## config.mk

```make
export PLATFORM = sky130hd
export DESIGN_NAME = gearshift_monitor
export DESIGN_NICKNAME = d
export VERILOG_FILES = /design/src/rtl/gearshift_pkg.sv /design/src/rtl/gs_reset_sync.sv /design/src/rtl/gs_press_detect.sv /design/src/rtl/gs_adjacency.sv /design/src/rtl/gs_wear_tracker.sv /design/src/rtl/gearshift_monitor.sv
export SDC_FILE = /design/constraint.sdc
export NUM_CORES = 1
export LEC_CHECK = 0
export ABC_CLOCK_PERIOD_IN_PS = 1500
export BUFFER_PORTS_ARGS = -buffer_cell sky130_fd_sc_hd__buf_2
export CAP_MARGIN = 20
export CORE_MARGIN = 10
export CORE_UTILIZATION = 50
export CTS_CLUSTER_DIAMETER = 50
export DETAILED_ROUTE_END_ITERATION = 12
export GPL_TIMING_DRIVEN = 0
export PLACE_DENSITY = 0.77
export REMOVE_ABC_BUFFERS = 1
export SLEW_MARGIN = 0
export SYNTH_ARGS = -nofsm -noshare
export SYNTH_HDL_FRONTEND = slang
export SYNTH_SLANG_ARGS = --single-unit
```

## constraint.sdc

```tcl
create_clock -name clk -period 1.5 [get_ports clk]
set_input_delay 0.225 -clock clk [delete_from_list [all_inputs] [get_ports clk]]
set_output_delay 0.225 -clock clk [all_outputs]
set_load 0.005 [all_outputs]
```

## src/rtl/gearshift_pkg.sv

```systemverilog
`timescale 1ns/1ps
package gearshift_pkg;
  localparam int GEAR_W    = 3;
  localparam int CNT_W     = 3;
  localparam int LIM_W     = 3;
  localparam int SUCC_MARK = 3;
  localparam int SYNC_DEPTH = 2;

  typedef enum logic [1:0] {
    EV_IDLE = 2'd0,
    EV_PASS = 2'd1,
    EV_FAIL = 2'd2
  } commit_ev_e;
endpackage

```

## src/rtl/gs_reset_sync.sv

```systemverilog
`timescale 1ns/1ps
module gs_reset_sync #(
  parameter int STAGES = 2
) (
  input  logic clk,
  input  logic rst_n,
  output logic rst_sync_n
);
  logic [STAGES-1:0] chain_q;

  generate
    for (genvar i = 0; i < STAGES; i++) begin : g_stage
      always_ff @(posedge clk or negedge rst_n) begin
        if (!rst_n) chain_q[i] <= 1'b0;
        else if (i == 0) chain_q[i] <= 1'b1;
        else chain_q[i] <= chain_q[(i == 0) ? 0 : i-1];
      end
    end
  endgenerate

  assign rst_sync_n = chain_q[STAGES-1];
endmodule

```

## src/rtl/gs_press_detect.sv

```systemverilog
`timescale 1ns/1ps
module gs_press_detect #(
  parameter int STAGES = 2
) (
  input  logic clk,
  input  logic rst_n,
  input  logic btn_i,
  output logic press_o
);
  logic [STAGES-1:0] sync_q;
  logic              last_q;

  generate
    for (genvar i = 0; i < STAGES; i++) begin : g_sync
      always_ff @(posedge clk or negedge rst_n) begin
        if (!rst_n) sync_q[i] <= 1'b0;
        else if (i == 0) sync_q[i] <= btn_i;
        else sync_q[i] <= sync_q[(i == 0) ? 0 : i-1];
      end
    end
  endgenerate

  always_ff @(posedge clk or negedge rst_n) begin
    if (!rst_n) last_q <= 1'b0;
    else        last_q <= sync_q[STAGES-1];
  end

  assign press_o = sync_q[STAGES-1] & ~last_q;

  // a single press yields a single-cycle event
  assert_single_event_R5: assert property (@(posedge clk) disable iff (!rst_n)
    press_o |=> !press_o);
endmodule

```

## src/rtl/gs_adjacency.sv

```systemverilog
`timescale 1ns/1ps
module gs_adjacency #(
  parameter int GW = 3
) (
  input  logic [GW-1:0] cur_i,
  input  logic [GW-1:0] req_i,
  output logic          ok_o
);
  localparam int EW = GW + 1;
  logic [EW-1:0] cur_x, req_x, cur_up, req_up;

  always_comb begin
    cur_x  = {1'b0, cur_i};
    req_x  = {1'b0, req_i};
    cur_up = cur_x + EW'(1);
    req_up = req_x + EW'(1);
    ok_o   = (cur_x == req_x) || (cur_up == req_x) || (req_up == cur_x);
  end
endmodule

```

## src/rtl/gs_wear_tracker.sv

```systemverilog
`timescale 1ns/1ps
module gs_wear_tracker
  import gearshift_pkg::*;
#(
  parameter int CW   = 3,
  parameter int LW   = 3,
  parameter int MARK = 3
) (
  input  logic          clk,
  input  logic          rst_n,
  input  logic [LW-1:0] limit_i,
  input  logic          commit_i,
  input  logic          ok_i,
  output logic [CW-1:0] pass_o,
  output logic [CW-1:0] fail_o,
  output logic          mark_o,
  output logic          broken_o
);
  localparam int XW = CW + 1;
  localparam logic [CW-1:0] CNT_MAX = {CW{1'b1}};

  logic [CW-1:0] pass_q, pass_d, fail_q, fail_d;
  logic [LW-1:0] limit_q;
  logic          brk_q, brk_d, cnt_en;
  logic [XW-1:0] fail_inc, limit_x;
  commit_ev_e    ev;

  // limit is loaded on every edge while the synchronised reset is active
  always_ff @(posedge clk) begin
    if (!rst_n) limit_q <= limit_i;
  end

  always_comb begin
    cnt_en   = commit_i & ~brk_q;
    ev       = !cnt_en ? EV_IDLE : (ok_i ? EV_PASS : EV_FAIL);
    fail_inc = {1'b0, fail_q} + XW'(1);
    limit_x  = XW'(limit_q);
    pass_d   = pass_q;
    fail_d   = fail_q;
    brk_d    = brk_q;
    case (ev)
      EV_PASS: if (pass_q != CNT_MAX) pass_d = pass_q + CW'(1);
      EV_FAIL: begin
        if (fail_q != CNT_MAX) fail_d = fail_q + CW'(1);
        if (fail_inc >= limit_x) brk_d = 1'b1;
      end
      default: ;
    endcase
  end

  always_ff @(posedge clk or negedge rst_n) begin
    if (!rst_n) begin
      pass_q <= '0;
      fail_q <= '0;
      brk_q  <= 1'b0;
    end else if (cnt_en) begin
      pass_q <= pass_d;
      fail_q <= fail_d;
      brk_q  <= brk_d;
    end
  end

  assign pass_o   = pass_q;
  assign fail_o   = fail_q;
  assign broken_o = brk_q;
  assign mark_o   = (pass_q >= CW'(MARK));

  assert_pass_step_R6: assert property (@(posedge clk) disable iff (!rst_n)
    (commit_i && ok_i && !broken_o && pass_o != CNT_MAX) |=> pass_o == $past(pass_o) + CW'(1));
  assert_fail_step_R6: assert property (@(posedge clk) disable iff (!rst_n)
    (commit_i && !ok_i && !broken_o) |=> fail_o == $past(fail_o) + CW'(1));
  assert_break_at_limit_R7: assert property (@(posedge clk) disable iff (!rst_n)
    $rose(broken_o) |-> fail_o == CW'(limit_q));
  assert_sticky_broken_R8: assert property (@(posedge clk) disable iff (!rst_n)
    broken_o |=> broken_o);
  assert_frozen_when_broken_R8: assert property (@(posedge clk) disable iff (!rst_n)
    broken_o |=> ($stable(pass_o) && $stable(fail_o)));
  assert_no_overflow_R9: assert property (@(posedge clk) disable iff (!rst_n)
    (pass_o == CNT_MAX) |=> (pass_o == CNT_MAX));
  assert_idle_hold_R11: assert property (@(posedge clk) disable iff (!rst_n)
    !commit_i |=> ($stable(pass_o) && $stable(fail_o)));
endmodule

```

## src/rtl/gearshift_monitor.sv

```systemverilog
`timescale 1ns/1ps
module gearshift_monitor
  import gearshift_pkg::*;
(
  input  logic              clk,
  input  logic              rst_n,
  input  logic [GEAR_W-1:0] cur_gear_i,
  input  logic [GEAR_W-1:0] req_gear_i,
  input  logic [LIM_W-1:0]  wear_limit_i,
  input  logic              commit_btn_i,
  output logic              shift_ok_o,
  output logic [CNT_W-1:0]  pass_count_o,
  output logic [CNT_W-1:0]  fail_count_o,
  output logic              pass_mark_o,
  output logic              broken_o
);
  logic rst_sync_n;
  logic press;

  gs_reset_sync #(.STAGES(SYNC_DEPTH)) u_rst (
    .clk(clk), .rst_n(rst_n), .rst_sync_n(rst_sync_n));

  gs_press_detect #(.STAGES(SYNC_DEPTH)) u_press (
    .clk(clk), .rst_n(rst_sync_n), .btn_i(commit_btn_i), .press_o(press));

  gs_adjacency #(.GW(GEAR_W)) u_adj (
    .cur_i(cur_gear_i), .req_i(req_gear_i), .ok_o(shift_ok_o));

  gs_wear_tracker #(.CW(CNT_W), .LW(LIM_W), .MARK(SUCC_MARK)) u_wear (
    .clk(clk), .rst_n(rst_sync_n), .limit_i(wear_limit_i),
    .commit_i(press), .ok_i(shift_ok_o),
    .pass_o(pass_count_o), .fail_o(fail_count_o),
    .mark_o(pass_mark_o), .broken_o(broken_o));

  assert_no_wrap_R3: assert property (@(posedge clk) disable iff (!rst_sync_n)
    ((cur_gear_i == '0 && req_gear_i == '1) || (cur_gear_i == '1 && req_gear_i == '0))
      |-> !shift_ok_o);
  assert_mark_tracks_R10: assert property (@(posedge clk) disable iff (!rst_sync_n)
    (pass_count_o < CNT_W'(SUCC_MARK)) |-> !pass_mark_o);
endmodule

```

[Word level (Yosys, flattened, before mapping)]
Cells that the tools add are included.
Storage, ports and cells
  output and inout bits: 9
  register bits after elaboration: 15
  logic and storage cells: 34
  bits of input ports: 12
Cells by class
  bitwise operators: 4
  order comparisons: 2
  reductions and logical operators: 5
  equal/unequal tests: 7
  $add $sub $neg: 5
  multiplexer cells: 2
Operators by type and width (number)
  3-bit by 1-bit adder with 4-bit output (second input constant): 3
  3-bit AND reduction: 3
  4-bit by 3-bit equality test with 1-bit output: 2
  3-bit by 1-bit adder with 3-bit output (second input constant): 2
  3-bit != test (second input constant): 2
  4-bit by 3-bit >= comparator with 1-bit output: 1
  2-bit two-way mux: 2
  3-bit equality test: 1
  3-bit by 2-bit >= comparator with 1-bit output (second input constant): 1
  1-bit AND: 2
  2-bit by 1-bit equality test with 1-bit output (second input constant): 1
  2-bit equality test (second input constant): 1
  1-bit logical OR: 2
  1-bit inverter: 2

[Longest topological paths before layout]
Gate-level depths: netlist (run 1).
  depth after elaboration: 8
  mapped depth: 7
  gate-level depth less buffers: 7

[Cells and area by module]
From an unflattened synthesis (run 1), not the netlist that was laid out.
Second synthesis, totals
  cell total of the unflattened synthesis: 64
  area, all modules: 819.5 sq um
Modules (own cells, without submodules)
  gs_wear_tracker: instances 1, sequential area each 265.3 sq um, area an instance 538.0 sq um, cells each 37
  gs_adjacency: instances 1, sequential area each 0.0 sq um, area an instance 138.9 sq um, cells each 20
  gs_press_detect: instances 1, sequential area each 75.1 sq um, area an instance 88.8 sq um, cells each 4
  gs_reset_sync: instances 1, sequential area each 50.0 sq um, area an instance 53.8 sq um, cells each 3

[Worst setup path before layout (run 1)]
No wires, ideal clock.
  kind: flip-flop to flip-flop
  from: reg u_wear.fail_q[0] (netlist: u_wear.fail_o[0])
  to: reg u_wear.fail_q[1] (netlist: u_wear.fail_o[1])
  setup slack: -0.506 ns
  required time: 1.373 ns
  stages on the path, launching flop included: 6
  data arrival time: 1.879 ns
  setup time: 0.127 ns
  period minus slack after synthesis: 2.006 ns
  buffers on the path: 0
  cells stage by stage: dfrtp_1 ha_1 ha_1 or4b_1 nor4_2 mux2_1
Between the ends
  word-level cells in the longest chain between the ends: 2
  elaborated cells between the ends (all ways): 3
  classes of those cells: add/sub: 1; eq/ne: 1; reduce/logical: 1
Ends and longest elaborated chain
  start: declaration: line gs_wear_tracker.sv:22  | logic [CW-1:0] pass_q, pass_d, fail_q, fail_d;
  start signal: assignment: line gs_wear_tracker.sv:58  | fail_q <= fail_d;
  parallel branches: the longest is 2 deep, another holds 3-bit by 1-bit adder with 3-bit output
Several ways; the timed one is not identified.
A chain may end at the register's enable or synchronous reset.

[Worst setup path after layout (run 1)]
  from: reg u_wear.fail_q[1] (netlist: u_wear.fail_o[1])
  to: reg u_wear.fail_q[1] (netlist: u_wear.fail_o[1])
Same word-level chain as after synthesis.

==> results of run 1 <==
## repair_timing
action | CTS | global route
pin swaps | 15 | 10
setup buffers | 12 | 1
hold buffers | 1 | 0
resized for setup | 35 | 9
endpoints found under the setup margin | 9 | 9
hold endpoints to repair | 2 | 0
## report_power, final
group          leakage, uW  total [uW]  internal [uW]  switching (uW)
clock            0.0000177         216           98.9             117
combinational     0.000399         717            406             311
sequential        0.000168         567            493            74.1
## cell families after synthesis
| kind of cell | Yosys count | share of synthesized area [%] |
|---|---|---|
| muxes | 4 | 5.335 |
| adders and majority gates | 10 | 15.24 |
| DFF | 15 | 47.56 |
| AOI/OAI and AO/OA | 8 | 8.536 |
| xor gates and xnor gates | 9 | 9.603 |
| and+or+nand+nor | 13 | 10.98 |
| buffers and inverters | 5 | 2.287 |
| other | 1 | 0.4569 |
## state kept, by name, summed over array words and instances (netlist names)
| signal | count |
|---|---|
| u_wear.fail_o | 3 |
| u_wear.limit_q | 3 |
| u_wear.pass_o | 3 |
| u_press.sync_q | 2 |
| u_press.last_q | 1 |
| u_rst.chain_q | 1 |
| u_rst.rst_sync_n | 1 |
| u_wear.broken_o | 1 |
## layout make-up
| cell class | instances | area, um2 | area share (%) |
|---|---|---|---|
| clock buffer | 3 | 22.52 | 1.732 |
| clock inverter | 1 | 5.005 | 0.3850 |
| inverter | 5 | 18.77 | 1.444 |
| multi-input combinational | 45 | 584.3 | 44.95 |
| sequential | 15 | 391.6 | 30.13 |
| tap | 16 | 20.02 | 1.540 |
| timing repair buffer | 34 | 257.7 | 19.83 |
## cell usage after synthesis (2+ instances only)
cell,n
xor2_1,5
edfxtp_1,3
or2_1,2
a211oi_2,2
mux2_1,3
ha_1,10
inv_1,5
nand3_1,2
dfrtp_1,12
nand2b_1,2
xnor2_1,4
## worst max-delay path, delay by kind of cell (launching register included)
family / cells / cell delay [ns]
and+or+nand+nor: 2 / 0.84
DFF: 1 / 0.39
muxes: 1 / 0.34
adders and majority gates: 2 / 0.34
## routing by layer
| layer | wire length (um) | up-vias |
|---|---|---|
| met4 | 0 | 0 |
| met1 | 833 | 299 |
| li1 | - | 303 |
| met5 | 0 | - |
| met2 | 1128 | 13 |
| met3 | 95 | 0 |
## through the flow
stage / hold WS, ns / instances / total power (uW) / TNS, ns
after detailed placement: 0.01180 / 101 / 988.3 / -3.076
after global placement: 0.01034 / 101 / 969.6 / -2.857
after floorplan: -0.07059 / 65 / 824.3 / -1.596
after CTS: 0.04000 / 118 / 1418 / -2.055
after global routing: 0.02788 / 119 / 1626 / -2.469
final: 0.05200 / 119 / 1499 / -1.954
## how the worst min path moves through the flow
stage            startpoint  depth (start not counted)                          end
2_1_floorplan         rst_n                          0   u_rst.chain_q[0]$_DFF_PN0_
3_3_place_gp          rst_n                          1   u_rst.chain_q[0]$_DFF_PN0_
3_5_place_dp          rst_n                          1   u_rst.rst_sync_n$_DFF_PN0_
4_1_cts        commit_btn_i                          1  u_press.sync_q[0]$_DFF_PN0_
5_1_grt        commit_btn_i                          1  u_press.sync_q[0]$_DFF_PN0_
6_report       commit_btn_i                          1  u_press.sync_q[0]$_DFF_PN0_
==> impl_metrics.csv, run 1 <==
group,metric,value,unit
die,dieArea,3662,um2
setup_path,end_kind,"flip-flop",
global_route,grt_usage,11.59,%
global_route,met2_usage,20.44,%
detailed_routing,routedWlPerCell,17.29,um
setup_path,cpMaxStageDelayCell,"or4b_4",
detailed_routing,drt_first_pass_iters,3,
clocking,root_buffer,"clkbuf_4",
timing,slew_viol_final,0,
final_layout,final_util,85.30,%
yosys,yosysSeqAreaShare,47.56,%
power,ir_drop,1.332,mV
setup_path,startpoint_type,"flip-flop",
yosys,ys_top_cells_by_area,"dfrtp_1 (37%), ha_1 (15%), edfxtp_1 (11%), xor2_1 (5.3%), xnor2_1 (4.3%)",
setup_path,crit_fanout,3,
clocking,clk_pin_slew_worst_paths,0.08,ns
place,io_buffers,20,
global_route,antenna_found_initial,0,
global_route,use_met3,4.175,%
setup_path,crit_path_cell_trace,"ha_2, ha_2, or4b_4, nor4_4, mux2_4",
detailed_routing,drtIter0Drc,1,
setup_path,worstReg2RegEnd,"u_wear.fail_o[1]$_DFFE_PN0P_",
timing,fin_crit,2.017,ns
yosys,syn_area,820.8,um2
run,cap_violations,0,
detailed_routing,wl,2.057,mm
setup_path,r2r-start,"u_wear.fail_o[1]$_DFFE_PN0P_",
final_layout,drive_above_1_share,58.25,%
setup_path,ff2ff_setup_slack,-0.52,ns
clocking,cts_buffer_depth,2,
final_layout,mostFrequentLayoutCell,"buf_2",
detailed_routing,vias,615,
yosys,yosysUniqueCellTypes,26,
clocking,clkLatencyLatePin,0.28,ns
yosys,ys_ff_latch,15,
timing,finalSetupViolCount,9,
die,die_height,60.52,um
timing,setup_ws,-0.5174,ns
setup_path,worstSetupStartpoint,"u_wear.fail_o[1]$_DFFE_PN0P_",
power,p_leak,0.0005848,uW
die,fp.dieW,60.52,um
place,gp_congestion,0.7099,
setup_path,critPathRequiredTime,1.67,ns
timing,rsz0062_at_grt,"yes",
outcome,violations,"negative setup slack",
timing,min_period_over_period,134.5,%
setup_path,crit_arrival,2.18,ns
die,core_area,1524,um2
final_layout,final_area,1300,um2
yosys,synth.avg_cell_area,12.63,um2
die,io_pins,21,
setup_path,critPathMostFrequentCell,"ha_2",
global_route,overflow,0,
yosys,yosys_warnings,0,
final_layout,nets,126,
timing,hold_viol,0,
place,hpwl,1.175,mm
die,start_util,53.86,%
timing,skew,0.002794,ns
detailed_routing,drc,0,
clocking,htree_levels,1,
yosys,synth_top_area_cell,"dfrtp_1",
power,power_density,1153,nW/um2
detailed_routing,ant_nets,0,
global_route,gr-max-usage-layer,"met2",
final_layout,antenna_cells,0,
yosys,synth_top_area_share,36.59,%
place,dpl-instance-area,940.9,um2
final_layout,nFillCells,66,
timing,fmax,495.7,MHz
place,dpl_worst_slack,-0.6595,ns
clocking,cts_made_buffers,3,
global_route,met1_usage,13.24,%
setup_path,cpPeakStageDelay,0.49,ns
setup_path,cp-endpoint,"u_wear.fail_o[1]$_DFFE_PN0P_",
clocking,clkSinkCount,15,
setup_path,crit_type,"reg2reg",
die,rows,14,
setup_path,reg2reg_depth,5,
global_route,grt_pass1_wl,3.263,mm
final_layout,layout_common_cells,"buf_2 (15), buf_4 (12), dfrtp_1 (11), inv_1 (5), ha_4 (5)",
yosys,synthCells,65,
detailed_routing,viasPerCell,5.168,
final_layout,syn2layout_area_growth,58.38,%
hold_path,worstHoldPathType,"in2reg",
yosys,synthArstFlopShare,80.00,%
global_route,grt_pass1_vias,708,
outcome,status,"complete, but fails checks",
clocking,cts_tree,"built",
yosys,synth_edf_count,3,
yosys,synth_flop_cell,"dfrtp_1",
global_route,grt_max_degree,12,
(Power assumes the default switching activity.)
==> run 2: changes to the inputs <==
Settings changed: CORE_UTILIZATION 50 to 30, PLACE_DENSITY 0.77 to 0.48.
==> impl_metrics.csv, run 2 (synthesized netlist as in run 1, its figures left out) <==
group,metric,value,unit
outcome,status,"complete, but fails checks",
outcome,violations,"negative setup slack",
power,ir_drop,0.8166,mV
global_route,grt_pass1_wl,3.208,mm
setup_path,cpPeakStageDelay,0.49,ns
final_layout,nets,122,
detailed_routing,wl,1.858,mm
place,gp_congestion,0.7587,
die,fp.dieW,72.31,um
timing,setup_ws,-0.5128,ns
die,start_util,32.25,%
detailed_routing,ant_nets,0,
timing,rsz0062_at_grt,"yes",
timing,slew_viol_final,0,
place,hpwl,1.261,mm
final_layout,syn2layout_area_growth,60.06,%
setup_path,critPathMostFrequentCell,"ha_4",
setup_path,cpMaxStageDelayCell,"or4b_4",
setup_path,crit_type,"reg2reg",
clocking,clk_pin_slew_worst_paths,0.09,ns
setup_path,worstReg2RegEnd,"u_wear.fail_o[1]$_DFFE_PN0P_",
timing,finalSetupViolCount,8,
timing,skew,0.004054,ns
global_route,grt_usage,7.499,%
global_route,antenna_found_initial,0,
die,rows,18,
clocking,clkSinkCount,15,
power,power_density,1210,nW/um2
setup_path,crit_path_cell_trace,"ha_4, ha_4, or4b_4, nor4_4, mux2_4",
detailed_routing,drc,0,
global_route,overflow,0,
hold_path,worstHoldPathType,"in2reg",
final_layout,drive_above_1_share,58.59,%
final_layout,nFillCells,227,
setup_path,critPathRequiredTime,1.67,ns
die,die_height,72.31,um
timing,fmax,496.8,MHz
detailed_routing,routedWlPerCell,14.40,um
die,dieArea,5228,um2
detailed_routing,viasPerCell,4.659,
setup_path,reg2reg_depth,5,
place,io_buffers,20,
timing,min_period_over_period,134.2,%
clocking,clkLatencyLatePin,0.27,ns
timing,tns,-1.800,ns
final_layout,mostFrequentLayoutCell,"buf_2",
setup_path,r2r-start,"u_wear.fail_o[0]$_DFFE_PN0P_",
die,core_area,2545,um2
run,cap_violations,0,
clocking,htree_levels,1,
final_layout,layout_common_cells,"buf_2 (15), dfrtp_1 (11), ha_4 (8), buf_4 (8)",
timing,fin_crit,2.013,ns
setup_path,ff2ff_setup_slack,-0.51,ns
final_layout,final_util,51.62,%
setup_path,crit_fanout,3,
setup_path,startpoint_type,"flip-flop",
setup_path,cp_top_family,"simple AND/OR/NAND/NOR gates",
hold_path,worstHoldPathCells,1,
final_layout,antenna_cells,0,
final_layout,multi_input_area,613.1,um2
clocking,root_buffer,"clkbuf_4",
die,io_pins,21,
global_route,grt_pass1_vias,700,
timing,hold_viol,0,
clocking,cts_made_buffers,3,
setup_path,crit_buf_inv,0,
detailed_routing,drt_first_pass_iters,4,
clocking,cts_tree,"built",
global_route,grt_max_degree,12,
clocking,cts_buffer_depth,2,
setup_path,crit_arrival,2.18,ns
power,p_leak,0.0005628,uW
hold_path,hold_start,"commit_btn_i",
final_layout,ff_latch_area,391.6,um2
hold_path,holdPathEnd,"u_press.sync_q[0]$_DFF_PN0_",
setup_path,end_kind,"flip-flop",
detailed_routing,drtIter0Drc,13,
detailed_routing,vias,601,
run 2: cell count changes in the layout (fill, tap and decap cells not counted), moves of 2 or more:
cell / change
ha_4: +3
ha_2: -2
buf_4: -4
buf_8: -3
buf_6: +2
run 2: where the power goes:
group,internal (uW),switching (uW),leakage (uW),total (uW)
logic,450,332,0.000377,781
registers,495,89.9,0.000168,585
clock network,98.7,124,0.0000177,223
run 2: worst register-to-register path: stages, from the launching register on:
cell and delay [ns]:
dfrtp_2 0.44, ha_4 0.17, ha_4 0.15, or4b_4 0.49
nor4_4 0.33, mux2_4 0.33
run 2: final cells by class:
| cell class | instances | share of cell area [%] |
|---|---|---|
| clock buffers | 3 | 1.714 |
| clock inverters | 1 | 0.3810 |
| inverters | 5 | 1.429 |
| multi-input cells | 45 | 46.67 |
| flip-flops and latches | 15 | 29.81 |
| well taps | 30 | 2.857 |
| repair buffers | 30 | 17.14 |
run 2: what timing repair did:
item,4_1_cts,5_1_grt
gates cloned,0,0
setup buffers,9,0
endpoints found under the setup margin,9,9
hold endpoints to repair,2,0
hold buffers,1,0
pin swaps,16,5
resized for setup,41,6
run 2: metrics by stage:
step	total power [uW]	hold slack, ns	worst slack (ns)	cell area, um2	cells
floorplan	824.3	-0.07059	-0.5061	820.8	65
global placement	990.2	0.008977	-0.6800	958.4	115
detailed placement	1002	0.01147	-0.6466	958.4	115
CTS	1533	0.04030	-0.5881	1282	129
global route	1725	0.03992	-0.5556	1314	129
finish	1589	0.05176	-0.5128	1314	129
run 2: worst max-delay path by stage:
stage,start,endpoint,slack [ns],cells past startpoint
4_1_cts,u_wear.fail_o[0]$_DFFE_PN0P_,u_wear.fail_o[2]$_DFFE_PN0P_,-0.59,5
3_3_place_gp,u_wear.fail_o[0]$_DFFE_PN0P_,u_wear.fail_o[2]$_DFFE_PN0P_,-0.68,5
2_1_floorplan,u_wear.fail_o[0]$_DFFE_PN0P_,u_wear.fail_o[1]$_DFFE_PN0P_,-0.51,5
5_1_grt,u_wear.fail_o[0]$_DFFE_PN0P_,u_wear.fail_o[1]$_DFFE_PN0P_,-0.56,5
3_5_place_dp,u_wear.fail_o[0]$_DFFE_PN0P_,u_wear.fail_o[2]$_DFFE_PN0P_,-0.65,5
6_report,u_wear.fail_o[0]$_DFFE_PN0P_,u_wear.fail_o[1]$_DFFE_PN0P_,-0.51,5
run 2: per-layer routing:
metal  global-route usage [%]  up-vias  share of wire (%)
met4                    2.581        0               0.54
met3                    1.633        2                5.0
met2                    12.83       14                 52
met1                    8.975      292                 43
met5                        0        -                  0
li1                         -      293                  -
